`config.mk`:
```
export PLATFORM = sky130hd
export DESIGN_NAME = nsec_alarm_timer
export DESIGN_NICKNAME = d
export VERILOG_FILES = /design/src/rtl/nsec_alarm_timer.sv
export SDC_FILE = /design/constraint.sdc
export NUM_CORES = 1
export LEC_CHECK = 0
export BUFFER_PORTS_ARGS = -buffer_cell sky130_fd_sc_hd__buf_4
export CELL_PAD_IN_SITES_DETAIL_PLACEMENT = 1
export CELL_PAD_IN_SITES_GLOBAL_PLACEMENT = 1
export CORE_AREA = 2 2 178 180
export CTS_CLUSTER_DIAMETER = 100
export DETAILED_ROUTE_END_ITERATION = 6
export DIE_AREA = 0 0 180 182
export GPL_ROUTABILITY_DRIVEN = 0
export PLACE_DENSITY = 0.7
export RECOVER_POWER = 100
export SYNTH_ARGS = -nofsm -noshare
export SYNTH_HDL_FRONTEND = slang
export SYNTH_SLANG_ARGS = --single-unit
export TNS_END_PERCENT = 5
```
`constraint.sdc`:
```
create_clock -name clk -period 7.5 [get_ports clk]
set_input_delay 1.875 -clock clk [delete_from_list [all_inputs] [get_ports clk]]
set_output_delay 1.875 -clock clk [all_outputs]
set_load 0.01 [all_outputs]
```
`src/rtl/nsec_alarm_timer.sv`:
```
module nsec_alarm_timer #(
  parameter logic [63:0] INC_NS = 64'd1,
  parameter int          ADDR_W = 12
) (
  input  logic              clk,
  input  logic              rst_n,
  input  logic              req_valid,
  input  logic              req_write,
  input  logic [ADDR_W-1:0] req_addr,
  input  logic [31:0]       req_wdata,
  output logic              rsp_valid,
  output logic [31:0]       rsp_rdata,
  output logic              rsp_err,
  output logic              irq
);

  localparam logic [ADDR_W-1:0] OFF_TLO  = ADDR_W'(12'h000);
  localparam logic [ADDR_W-1:0] OFF_THI  = ADDR_W'(12'h004);
  localparam logic [ADDR_W-1:0] OFF_ALO  = ADDR_W'(12'h008);
  localparam logic [ADDR_W-1:0] OFF_AHI  = ADDR_W'(12'h00C);
  localparam logic [ADDR_W-1:0] OFF_ACK  = ADDR_W'(12'h010);
  localparam logic [ADDR_W-1:0] OFF_CANC = ADDR_W'(12'h014);

  logic [63:0] time_q;
  logic [31:0] snap_hi_q;
  logic [31:0] alarm_lo_q;
  logic [31:0] alarm_hi_q;
  logic        armed_q;
  logic        irq_q;
  logic        rsp_valid_q;
  logic        rsp_err_q;
  logic [31:0] rsp_rdata_q;

  wire hit_tlo  = req_addr == OFF_TLO;
  wire hit_thi  = req_addr == OFF_THI;
  wire hit_alo  = req_addr == OFF_ALO;
  wire hit_ahi  = req_addr == OFF_AHI;
  wire hit_ack  = req_addr == OFF_ACK;
  wire hit_canc = req_addr == OFF_CANC;

  wire rd_ok   = !req_write && (hit_tlo || hit_thi);
  wire wr_ok   = req_write && (hit_alo || hit_ahi || hit_ack || hit_canc);
  wire acc_err = req_valid && !(rd_ok || wr_ok);
  wire any_wr  = req_valid && req_write;
  wire do_rd   = req_valid && rd_ok;
  wire do_wr   = req_valid && wr_ok;

  wire [63:0] new_alarm = {alarm_hi_q, req_wdata};
  wire        past_due  = $signed(new_alarm) <= $signed(time_q);
  wire        reached   = $signed(time_q) >= $signed({alarm_hi_q, alarm_lo_q});
  wire        fire      = armed_q && reached && !any_wr;

  always_ff @(posedge clk or negedge rst_n) begin
    if (!rst_n) begin
      time_q      <= '0;
      snap_hi_q   <= '0;
      alarm_lo_q  <= '0;
      alarm_hi_q  <= '0;
      armed_q     <= 1'b0;
      irq_q       <= 1'b0;
      rsp_valid_q <= 1'b0;
      rsp_err_q   <= 1'b0;
      rsp_rdata_q <= '0;
    end else begin
      time_q      <= time_q + INC_NS;
      rsp_valid_q <= req_valid;
      rsp_err_q   <= acc_err;
      rsp_rdata_q <= '0;
      if (fire) begin
        armed_q <= 1'b0;
        irq_q   <= 1'b1;
      end
      if (do_rd) begin
        if (hit_tlo) begin
          rsp_rdata_q <= time_q[31:0];
          snap_hi_q   <= time_q[63:32];
        end else begin
          rsp_rdata_q <= snap_hi_q;
        end
      end
      if (do_wr) begin
        if (hit_alo) begin
          alarm_lo_q <= req_wdata;
          if (past_due) begin
            irq_q   <= 1'b1;
            armed_q <= 1'b0;
          end else begin
            armed_q <= 1'b1;
          end
        end
        if (hit_ahi) alarm_hi_q <= req_wdata;
        if (hit_ack) irq_q <= 1'b0;
        if (hit_canc) begin
          irq_q   <= 1'b0;
          armed_q <= 1'b0;
        end
      end
    end
  end

  assign rsp_valid = rsp_valid_q;
  assign rsp_rdata = rsp_rdata_q;
  assign rsp_err   = rsp_err_q;
  assign irq       = irq_q;

  AST_TIME_STEP: assert property (@(posedge clk) disable iff (!rst_n)
    $past(rst_n) |-> time_q == $past(time_q) + INC_NS);

  AST_SNAP_HOLD: assert property (@(posedge clk) disable iff (!rst_n)
    !(req_valid && !req_write && hit_tlo) |=> $stable(snap_hi_q));

  AST_HI_NO_ARM: assert property (@(posedge clk) disable iff (!rst_n)
    (do_wr && hit_ahi) |=> $stable(armed_q) && $stable(irq_q));

  AST_PAST_FIRES: assert property (@(posedge clk) disable iff (!rst_n)
    (do_wr && hit_alo && past_due) |=> irq_q && !armed_q);

  AST_FIRE_ONESHOT: assert property (@(posedge clk) disable iff (!rst_n)
    fire |=> irq_q && !armed_q);

  AST_ACK_KEEPS_ARM: assert property (@(posedge clk) disable iff (!rst_n)
    (do_wr && hit_ack) |=> !irq_q && armed_q == $past(armed_q));

  AST_CANCEL: assert property (@(posedge clk) disable iff (!rst_n)
    (do_wr && hit_canc) |=> !irq_q && !armed_q);

  AST_ERR_NO_STATE: assert property (@(posedge clk) disable iff (!rst_n)
    (acc_err && req_write) |=> $stable(irq_q) && $stable(armed_q) &&
                               $stable(alarm_lo_q) && $stable(alarm_hi_q));

  AST_ERR_ZERO: assert property (@(posedge clk) disable iff (!rst_n)
    rsp_err |-> rsp_valid && rsp_rdata == 32'd0);

  AST_RSP_NEXT: assert property (@(posedge clk) disable iff (!rst_n)
    req_valid |=> rsp_valid);

  AST_RSP_ONLY_REQ: assert property (@(posedge clk) disable iff (!rst_n)
    !req_valid |=> !rsp_valid);

  AST_IRQ_LEVEL: assert property (@(posedge clk) disable iff (!rst_n)
    (irq_q && !(do_wr && (hit_ack || hit_canc))) |=> irq_q);

  AST_WR_DEFERS: assert property (@(posedge clk) disable iff (!rst_n)
    (armed_q && any_wr && !(do_wr && (hit_alo || hit_canc))) |=> armed_q);

endmodule

```
==> results of run 1 <==
[flip-flops by register name, summed over array words and instances, names as in the netlist]
name        flops
time_q         64
rsp_err         1
rsp_valid       1
rsp_rdata      32
alarm_hi_q     32
irq             1
alarm_lo_q     32
snap_hi_q      32
armed_q         1
[synth_stat cells, types with 3 or more instances]
cell      number  area, sq um
xnor2_1       60          526
and4_1         9         78.8
inv_1        137          514
a221oi_1       5         43.8
or3_1          3         18.8
a21oi_1       85          425
nor2_1        18         67.6
nor4_1        10         62.6
nor3_2         3         30.0
nand3_1       26          130
nand4_2        4         50.1
ha_1         129         1610
o21ai_0       54          270
nand2_2        3         18.8
clkbuf_1      14         52.6
dfrtp_1      196         4900
nor2b_1        5         31.3
o211ai_1       3         22.5
mux2_2        62          698
buf_2         10         50.1
a21o_1        14          105
nor3_1        16         80.1
nand2b_1       3         18.8
nand4_1       27          169
nand2_1      137          514
[per-layer routing]
layer  up-vias  wire length (microns)  GRT usage (%)
met2        93                  15100           33.4
met3        25                    866           3.11
met1      4060                  13700           24.6
met4         0                    393           4.88
met5         -                      0              0
li1       3850                      -              -
[stage by stage]
| stage | hold WS [ps] | worst slack (ps) | utilization (%) |
|---|---|---|---|
| 2_1_floorplan | 458 | 3620 | - |
| 3_3_place_gp | 472 | 2540 | 38.9 |
| 3_5_place_dp | 490 | 2460 | 38.9 |
| 4_1_cts | 508 | 2950 | 40.7 |
| 5_1_grt | 527 | 1400 | 39.9 |
| 6_report | 505 | 1740 | 39.9 |
[cells by family (layout without fill, tap and decap cells)]
| kind of cell | after synthesis | in the layout |
|---|---|---|
| AND/OR/NAND/NOR | 287 | 287 |
| flip-flops | 196 | 196 |
| multiplexers | 66 | 66 |
| buffers and inverters | 162 | 259 |
| AO/OA/AOI/OAI | 178 | 178 |
| adder cells (fa/ha/maj) | 129 | 129 |
| XOR/XNOR | 61 | 61 |
[worst paths after layout]
check / end / slack [ps] / cells after the start
min in group asynchronous: time_q[59]$_DFF_PN0_ / 1440 / 1
max reg2reg: time_q[56]$_DFF_PN0_ / 3010 / 8
min reg2reg: snap_hi_q[7]$_DFFE_PN0P_ / 500 / 1
max in group asynchronous: time_q[60]$_DFF_PN0_ / 2290 / 2
max: snap_hi_q[28]$_DFFE_PN0P_ / 1740 / 8
min: snap_hi_q[7]$_DFFE_PN0P_ / 500 / 1
[final cells by class]
cell class / count / area, sq um
Tap cell: 402 / 503
Clock buffer: 17 / 425
Fill cell: 3470 / 18600
Timing Repair Buffer: 90 / 532
Multi-Input combinational cell: 721 / 5340
Sequential cell: 196 / 4900
Clock inverter: 15 / 161
Inverter: 137 / 514
[worst max-delay path, stage by stage]
cell and delay [ps]:
clkbuf_4 110, nor4_1 510, nand3_1 290, nor3_1 260, nand2b_1 90, clkbuf_1 690
nor2_2 1790, mux2_2 460
[where the power goes]
group,switching [mW],internal (mW)
Combinational,0.0553,0.0334
Clock,0.468,0.475
Sequential,0.000741,1.06
Total,0.524,1.57
==> metrics, run 1 <==
commonest non-fill, non-tap cell in the layout dfrtp_1; Reg clk slew, reported paths 70 ps; period utilisation layout 76.8%; largest net degree at the start of global routing 82; first-pass GRT wire length 48.7 mm; Post-Synth Simple-Gate Area 13.8%; Routed wire per std cell 19.1 microns; crit-path max FO 33; TNS Setup 0 ps; status finished with violations; Slew Viols, Final 254; CTS sink cnt 196; crit end category flop; routed vias 8028; Compound-Gate Fraction of Synth Area 9.18%; Max-Cap Viols 6; Yosys warnings 0; Leak 5.72 nW; Die H 182 microns; die area 32800 sq um; critical path arrival 6090 ps; Num CTS Buffers 17; final setup skew 15.4 ps; Cell Count, Final, Fillers Out 1578; EDFF count, synth 0; I/O Buffers 82; worst skew pair latency 460 ps; synth unique cells 61; CTS Buffer Depth 2; Critical Path RT 7830 ps; power per cell area 169 nW/um^2; Initial Util 35.3%; Tot Pwr 2.09 mW; FFs w/ async S/R, synth 100%; Total Nets Final 1340; Synth Area in XOR/XNOR 4.88%; Post-Syn Instances 1079; mux contribution to synthesized area 6.81%; initial antenna violation count 0; # rows 65; Root Buffer clkbuf_16; DRT Pass-1 Iters 4; predominant post-synthesis flop cell dfrtp_1; main combinational cell family by area after synthesis adder cells; Design Area, Final 12400 sq um; vias in the first global route 8734; share of layout cells above drive strength 1 13.9%; I/O Pins 83; Hold Path Class flop to flop; reg2reg start time_q[6]$_DFF_PN0_; peak supply drop 0.000170 V; failing checks capacitance limit, slew limit; Hold Startpoint snap_hi_q[7]$_DFFE_PN0P_; RSZ-0062 raised after global routing false; Area after DPL 12000 sq um; DRT Wirelength 30.1 mm; count of final setup violators 0; post-route antenna net violation count 0; slew margin rel. -134%; chip width 180 microns; Crit. Startpoint req_addr[7]; DR vias/cell 5.09; commonest cells after routing, fill and taps aside dfrtp_1, nand2_1, inv_1; CTS tree yes; Placed Cells 1546; CTS Hold Bufs 0; Total GRT Usage 19.1%; post-CTS sizing 0; Adder-Cell Fraction of Synth Area 14.7%; sequential share of the synthesized area 44.8%; Peak Freq 174 MHz; Starting DRT DRC Count 411; slew at the pin with the worst max-slew slack 3500 ps; Synth Register Bits 196; Startpoint Class primary input; Cell Area, Synth 10900 sq um; Core Box Area 31000 sq um; Worst Setup Path Type primary input to flop; DRC 0; Syn-to-layout area delta 13.1%; final hold vios 0; Synth Net Count 1256; depth of the CTS H-tree 4; hpwl dp 23.0 mm; total gr overflow 0; Ant. Diodes 0; Syn Area/Cell 10.1 sq um; Post-CTS Setup Inserts 0; min cycle time layout 5760 ps
No activity file was read; power rests on OpenSTA's default activity.
==> run 2: changes to the inputs <==
--- a/config.mk
+++ b/config.mk
@@ -5,15 +5,16 @@
 export SDC_FILE = /design/constraint.sdc
 export NUM_CORES = 1
 export LEC_CHECK = 0
+export ABC_AREA = 1
 export BUFFER_PORTS_ARGS = -buffer_cell sky130_fd_sc_hd__buf_4
 export CELL_PAD_IN_SITES_DETAIL_PLACEMENT = 1
 export CELL_PAD_IN_SITES_GLOBAL_PLACEMENT = 1
-export CORE_AREA = 2 2 178 180
+export CORE_AREA = 2 2 184 186
 export CTS_CLUSTER_DIAMETER = 100
 export DETAILED_ROUTE_END_ITERATION = 6
-export DIE_AREA = 0 0 180 182
+export DIE_AREA = 0 0 186 188
 export GPL_ROUTABILITY_DRIVEN = 0
-export PLACE_DENSITY = 0.7
+export PLACE_DENSITY = 0.74
 export RECOVER_POWER = 100
 export SYNTH_ARGS = -nofsm -noshare
 export SYNTH_HDL_FRONTEND = slang
==> constraint.sdc (replaced) <==
create_clock -name clk -period 5.17 [get_ports clk]
set_input_delay 1.2925 -clock clk [delete_from_list [all_inputs] [get_ports clk]]
set_output_delay 1.2925 -clock clk [all_outputs]
set_load 0.01 [all_outputs]
==> run 2 against run 1 <==
The run still ends with capacitance limit, slew limit left. Total power is 45% higher. Die area is 6.7% higher. Clock power is 43% higher. Worst hold slack worse by 26 ps. Combinational power is 59% higher. Register-to-register slack worse by 1500 ps. First-iteration DRC count is 15% higher. Core utilization is 0.37 points lower. Non-clock buffer count is 2 lower. Largest power group unchanged.
==> metrics, run 2 <==
Slew Viols, Final 183 (-28%); Worst path max stage delay 2170 ps (+380 ps); main combinational cell family by area after synthesis simple AND/OR/NAND/NOR gates; Routed wire per std cell 17.3 microns (-9.3%); hold slack 478 ps (-26.3 ps); Leak 6.65 nW (+16%); clock power share 44.5% (-0.6 points); Worst Reg-to-Reg Cells 10 (+2); I/O Buffers 82 (unchanged); Synth Area in XOR/XNOR 4.54% (-0.34 points); Total Nets Final 1695 (+26%); sequential share of the synthesized area 41.7% (-3.2 points); DR vias/cell 4.86 (-4.4%); Syn Area/Cell 8.18 sq um (-19%); fillers 4024 (+16%); Cell Area, Synth 11800 sq um (+7.6%); largest net degree at the start of global routing 119 (+45%); hold path depth 2 (+1); commonest cells after routing, fill and taps aside nand2_1, inv_1, dfrtp_1; synth unique cells 37 (-39%); Post-Synth Simple-Gate Area 20.1% (+6.3 points); die area 35000 sq um (+6.7%); critical path, cell by cell clkbuf_2 -> clkbuf_2; Worst path top cell family by delay buffers and inverters; Worst Setup Path Type primary input to async pin; hpwl dp 26.2 mm (+14%); FFs w/ async S/R, synth 100% (unchanged); Compound-Gate Fraction of Synth Area 10.0% (+0.85 points); Hold Path Class flop to flop; final hold vios 0 (unchanged); CTS Buffer Depth 2 (unchanged); post-route antenna net violation count 0 (unchanged); Initial Util 35.6% (+0.24 points); Multi-input gate area 5500 sq um (+3.0%); cell with the most instances after synthesis nand2_1; max reg flops 64 (unchanged); Reg clk slew, reported paths 80 ps (about the same); Die H 188 microns (+3.3%); I/O Pins 83 (unchanged); final setup skew 13.8 ps (-1.59 ps); power per cell area 231 nW/um^2 (+37%); CTS Hold Bufs 0 (unchanged); initial antenna violation count 0 (unchanged); Yosys warnings 0 (unchanged); critical path arrival 4420 ps (-1670 ps); Reg power frac 50.8% (+0.2 points); Post-CTS Setup Inserts 0 (unchanged); CP most frequent cell clkbuf_2; peak supply drop 0.000250 V (+47%); share of layout cells above drive strength 1 5.94% (-7.9 points); Total GRT Usage 20.5% (+1.4 points); first-pass GRT wire length 55.4 mm (+14%); Root Buffer clkbuf_16; depth of the CTS H-tree 4 (unchanged); WP buf/inv 2 (unchanged); Synth area leader dfrtp_1; CTS tree yes; Startpoint Class primary input; synth cell count leaders nand2_1, inv_1, dfrtp_1; Post-Syn Instances 1440 (+33%); Combinational Power Share 4.7% (+0.5 points); EDFF count, synth 0 (unchanged); commonest non-fill, non-tap cell in the layout nand2_1; period utilisation layout 74.7%; Starting DRT DRC Count 472 (+15%); Syn-to-layout area delta 11.3%; top post-synthesis cells by area dfrtp_1, ha_1, nand2_1, inv_1, a21oi_1; CP max stage cell clkbuf_2; share of the synthesized area in the top cell type 41.7% (-3.2 points); P_sw 785 uW (+50%); Num CTS Buffers 17 (unchanged); DRC 0 (unchanged); Critical Path RT 5720 ps (-2110 ps); slew margin rel. -115% (+19 points); # rows 67 (+3.1%); post-CTS sizing 0 (unchanged); status finished with violations; DRT Pass-1 Iters 5 (+1); Net Sw Frac 26.0% (+0.91 points); crit-path max FO 118 (+260%); Power Internal 2.24 mW (+43%); Synth Net Count 1617 (+29%); mux contribution to synthesized area 0% (-6.8 points); total gr overflow 0 (unchanged); DRT Wirelength 34.2 mm (+14%); TNS Setup 0 ps (unchanged); Adder-Cell Fraction of Synth Area 13.7% (-1.0 points); RSZ-0062 raised after global routing false; Peak Freq 259 MHz; CTS sink cnt 196 (unchanged); vias in the first global route 10487 (+20%); worst skew pair latency 470 ps (about the same); failing checks capacitance limit, slew limit; Core Box Area 33100 sq um (+6.9%); Ant. Diodes 0 (unchanged); Synth Register Bits 196 (unchanged); crit end category async pin; largest reg by FF count time_q; routed vias 9621 (+20%); chip width 186 microns (+3.3%); predominant post-synthesis flop cell dfrtp_1; min cycle time layout 3860 ps; WP depth 2 (-6); Sequential Area 4900 sq um (unchanged); Max-Cap Viols 2 (-4); slew at the pin with the worst max-slew slack 3220 ps (-283 ps); count of final setup violators 0 (unchanged)
[run 2: cell types whose count changed after synthesis, moves of 9 or more]
cell and delta:
nand2_1 +152, nor3_1 +19, o21ai_0 +20, a21o_1 -10
a21oi_1 +31, xnor2_1 -60, mux2_2 -62, nor2_1 +82
and4_1 -9, o21ai_1 +30, xor2_1 +60, inv_1 +136
[run 2: through the flow]
| stage | util (%) | area, sq um | total power [mW] | instances | setup WS, ps |
|---|---|---|---|---|---|
| 5_1_grt | 39.6 | 13100 | 3.13 | 1979 | 714 |
| 3_5_place_dp | 38.9 | 12900 | 1.71 | 1947 | 1210 |
| 4_1_cts | 40.7 | 13500 | 3.06 | 1979 | 1610 |
| 2_1_floorplan | - | 11800 | 1.62 | 1440 | 2450 |
| 3_3_place_gp | 38.9 | 12900 | 1.71 | 1947 | 1320 |
| 6_report | 39.6 | 13100 | 3.02 | 1979 | 1310 |
[run 2: final cells by class]
cell class                 count  share of cell area (%)
clock buffer                  18                    3.35
timing repair buffer          88                    3.97
tap                          448                    4.28
clock inverter                14                    1.01
multi-input combinational    936                    42.0
sequential                   196                    37.4
inverter                     279                    7.99
[run 2: path summary, 6_finish.rpt]
check	start	end	slack [ps]
setup / recovery	rst_n	armed_q$_DFF_PN0_	1310
hold / removal	alarm_lo_q[19]$_DFFE_PN0P_	alarm_lo_q[19]$_DFFE_PN0P_	480
setup reg to reg	time_q[1]$_DFF_PN0_	time_q[63]$_DFF_PN0_	1500
hold reg to reg	alarm_lo_q[19]$_DFFE_PN0P_	alarm_lo_q[19]$_DFFE_PN0P_	480
max in group clk	req_addr[4]	alarm_hi_q[15]$_DFFE_PN0P_	1340
min in group asynchronous	rst_n	time_q[8]$_DFF_PN0_	1860
[run 2: cell families after synthesis]
group / count (synthesis)
simple gates: 515
buf+inv: 308
xor+xnor: 61
fa+ha+maj: 129
compound gates: 231
flops: 196
[run 2: metal layers]
| layer | global-route usage, % | part of all wire [%] |
|---|---|---|
| met5 | 0 | 0 |
| met2 | 35.7 | 50 |
| met3 | 3.01 | 2.7 |
| met4 | 5.57 | 1.6 |
| met1 | 26.2 | 46 |
[run 2: power groups by stage]
stage / logic, mW / clock network (mW) / registers (mW)
detailed placement: 0.149 / 0 / 1.57
CTS: 0.150 / 1.37 / 1.54
global placement: 0.143 / 0 / 1.57
floorplan: 0.0521 / 0 / 1.57
finish: 0.141 / 1.35 / 1.54
global route: 0.163 / 1.43 / 1.54
==> run 3: changes to the inputs <==
==> constraint.sdc (replaced) <==
create_clock -name clk -period 3.15 [get_ports clk]
set_input_delay 0.7875 -clock clk [delete_from_list [all_inputs] [get_ports clk]]
set_output_delay 0.7875 -clock clk [all_outputs]
set_load 0.01 [all_outputs]
==> run 3 against run 2 <==
The flow still finishes with violations (capacitance limit, slew limit). Largest power group unchanged. Sequential cell count unchanged. Worst hold slack got worse by 1.5 ps. Critical path depth increased by 10.
==> metrics, run 3 (synthesized netlist as in run 2, its figures left out) <==
CTS tree yes; largest reg by FF count time_q; Reg power frac 48.5% (-2.3 points); clock power share 47.0% (+2.5 points); Design Area, Final 13300 sq um (+1.3%); Total Nets Final 1702 (+0.41%); CTS Buffer Depth 2 (unchanged); Net Sw Frac 22.8% (-3.1 points); Die H 188 microns (unchanged); max reg flops 64 (unchanged); DRT Pass-1 Iters 4 (-1); commonest cells after routing, fill and taps aside nand2_1, inv_1, dfrtp_1; commonest non-fill, non-tap cell in the layout nand2_1; final hold vios 0 (unchanged); crit end category flop; failing checks capacitance limit, slew limit; Leak 6.73 nW (+1.2%); post-route antenna net violation count 0 (unchanged); RSZ-0062 raised after global routing false; slew margin rel. -26.1% (+89 points); Slew Viols, Final 73 (-60%); DRT Wirelength 34.8 mm (+1.8%); period utilisation layout 93.9%; total gr overflow 0 (unchanged); final setup skew 14.3 ps (+0.446 ps); Total GRT Usage 20.8% (+0.37 points); first-pass GRT wire length 56.1 mm (+1.3%); I/O Buffers 82 (unchanged); Initial Util 35.6% (unchanged); depth of the CTS H-tree 4 (unchanged); Peak Freq 338 MHz; vias in the first global route 10461 (-0.25%); Placement Setup Slack 375 ps (-838 ps); Hold Path Class flop to flop; die area 35000 sq um (unchanged); hold path depth 2 (unchanged); # rows 67 (unchanged); Core Box Area 33100 sq um (unchanged); Ant. Diodes 0 (unchanged); DR vias/cell 4.91 (+1.0%); crit-path max FO 4 (-97%); fillers 4081 (+1.4%); Post-CTS Setup Inserts 0 (unchanged); Max-Cap Viols 1 (-1); CTS Hold Bufs 0 (unchanged); Critical Path RT 3470 ps (-2250 ps); Routed wire per std cell 17.5 microns (+1.5%); DRC 0 (unchanged); TNS Setup 0 ps (unchanged); Combinational Power Share 4.5% (-0.2 points); largest net degree at the start of global routing 73 (-39%); CTS sink cnt 196 (unchanged); worst skew pair latency 450 ps (-20 ps); power per cell area 392 nW/um^2 (+70%); routed vias 9751 (+1.4%); Worst Setup Path Type flop to flop; Startpoint Class flop; hpwl dp 27.2 mm (+4.1%); peak supply drop 0.000372 V (+49%); slew at the pin with the worst max-slew slack 1890 ps (-1330 ps); initial antenna violation count 0 (unchanged); status finished with violations; critical path arrival 3280 ps (-1140 ps); Num CTS Buffers 17 (unchanged); Syn-to-layout area delta 12.7%; min cycle time layout 2960 ps; Worst Reg-to-Reg Cells 12 (+2); post-CTS sizing 0 (unchanged); Final WS setup 193 ps (-1110 ps); Root Buffer clkbuf_16; Area after DPL 13000 sq um (+0.50%); count of final setup violators 0 (unchanged); I/O Pins 83 (unchanged); share of layout cells above drive strength 1 6.57% (+0.63 points); Power Internal 4.01 mW (+79%); Starting DRT DRC Count 528 (+12%); chip width 186 microns (unchanged); Reg clk slew, reported paths 70 ps (about the same); P_sw 1.19 mW (+51%)
run 3: cell type report:
cell class                      count  area, sq um  share of cell area (%)
Clock inverter                     11          200                    1.51
Timing Repair Buffer               95          552                    4.16
Clock buffer                       20          437                    3.29
Tap cell                          448          561                    4.22
Sequential cell                   196         4900                    37.0
Multi-Input combinational cell    936         5570                    42.0
Inverter                          279         1050                    7.89
run 3: through the flow:
| step | instances | hold slack (ps) | utilization, % | power, mW |
|---|---|---|---|---|
| 3_5_place_dp | 1954 | 460 | 39.1 | 2.82 |
| 6_report | 1985 | 477 | 40.1 | 5.20 |
| 5_1_grt | 1985 | 499 | 40.1 | 5.37 |
| 3_3_place_gp | 1954 | 455 | 39.1 | 2.81 |
| 4_1_cts | 1985 | 382 | 41.1 | 5.26 |
| 2_1_floorplan | 1440 | 444 | - | 2.66 |
run 3: path summary, 6_finish.rpt:
check                                            from                          to  slack, ps
max                               time_q[1]$_DFF_PN0_        time_q[60]$_DFF_PN0_        190
min                        alarm_lo_q[18]$_DFFE_PN0P_  alarm_lo_q[18]$_DFFE_PN0P_        480
max reg2reg                       time_q[1]$_DFF_PN0_        time_q[60]$_DFF_PN0_        190
min reg2reg                alarm_lo_q[18]$_DFFE_PN0P_  alarm_lo_q[18]$_DFFE_PN0P_        480
max in group asynchronous                       rst_n  alarm_lo_q[25]$_DFFE_PN0P_        570
min in group asynchronous                       rst_n     rsp_rdata[10]$_DFF_PN0_        830
run 3: layer usage:
layer / part of all wire, % / wire (microns) / GRT usage, %
met1: 45 / 15600 / 26.6
met2: 50 / 17400 / 36.1
met3: 2.9 / 1010 / 3.05
met4: 2.4 / 821 / 6.48
met5: 0 / 0 / 0
run 3: power by group through the flow:
stage | clock, mW | sequential (mW) | combinational (mW)
6_report | 2.45 | 2.52 | 0.233
5_1_grt | 2.58 | 2.52 | 0.269
3_3_place_gp | 0 | 2.57 | 0.242
4_1_cts | 2.49 | 2.52 | 0.252
2_1_floorplan | 0 | 2.57 | 0.0855
3_5_place_dp | 0 | 2.57 | 0.250
run 3: critical path: stages, from the launching register on:
cell	delay, ps
dfrtp_1	390
ha_1	200
nand3_1	140
inv_1	80
nand2_1	110
nor2_1	180
nand3_1	240
or2_0	430
nor2_1	300
nand3_1	220
nor2_2	220
nand3_1	150
xor2_1	170
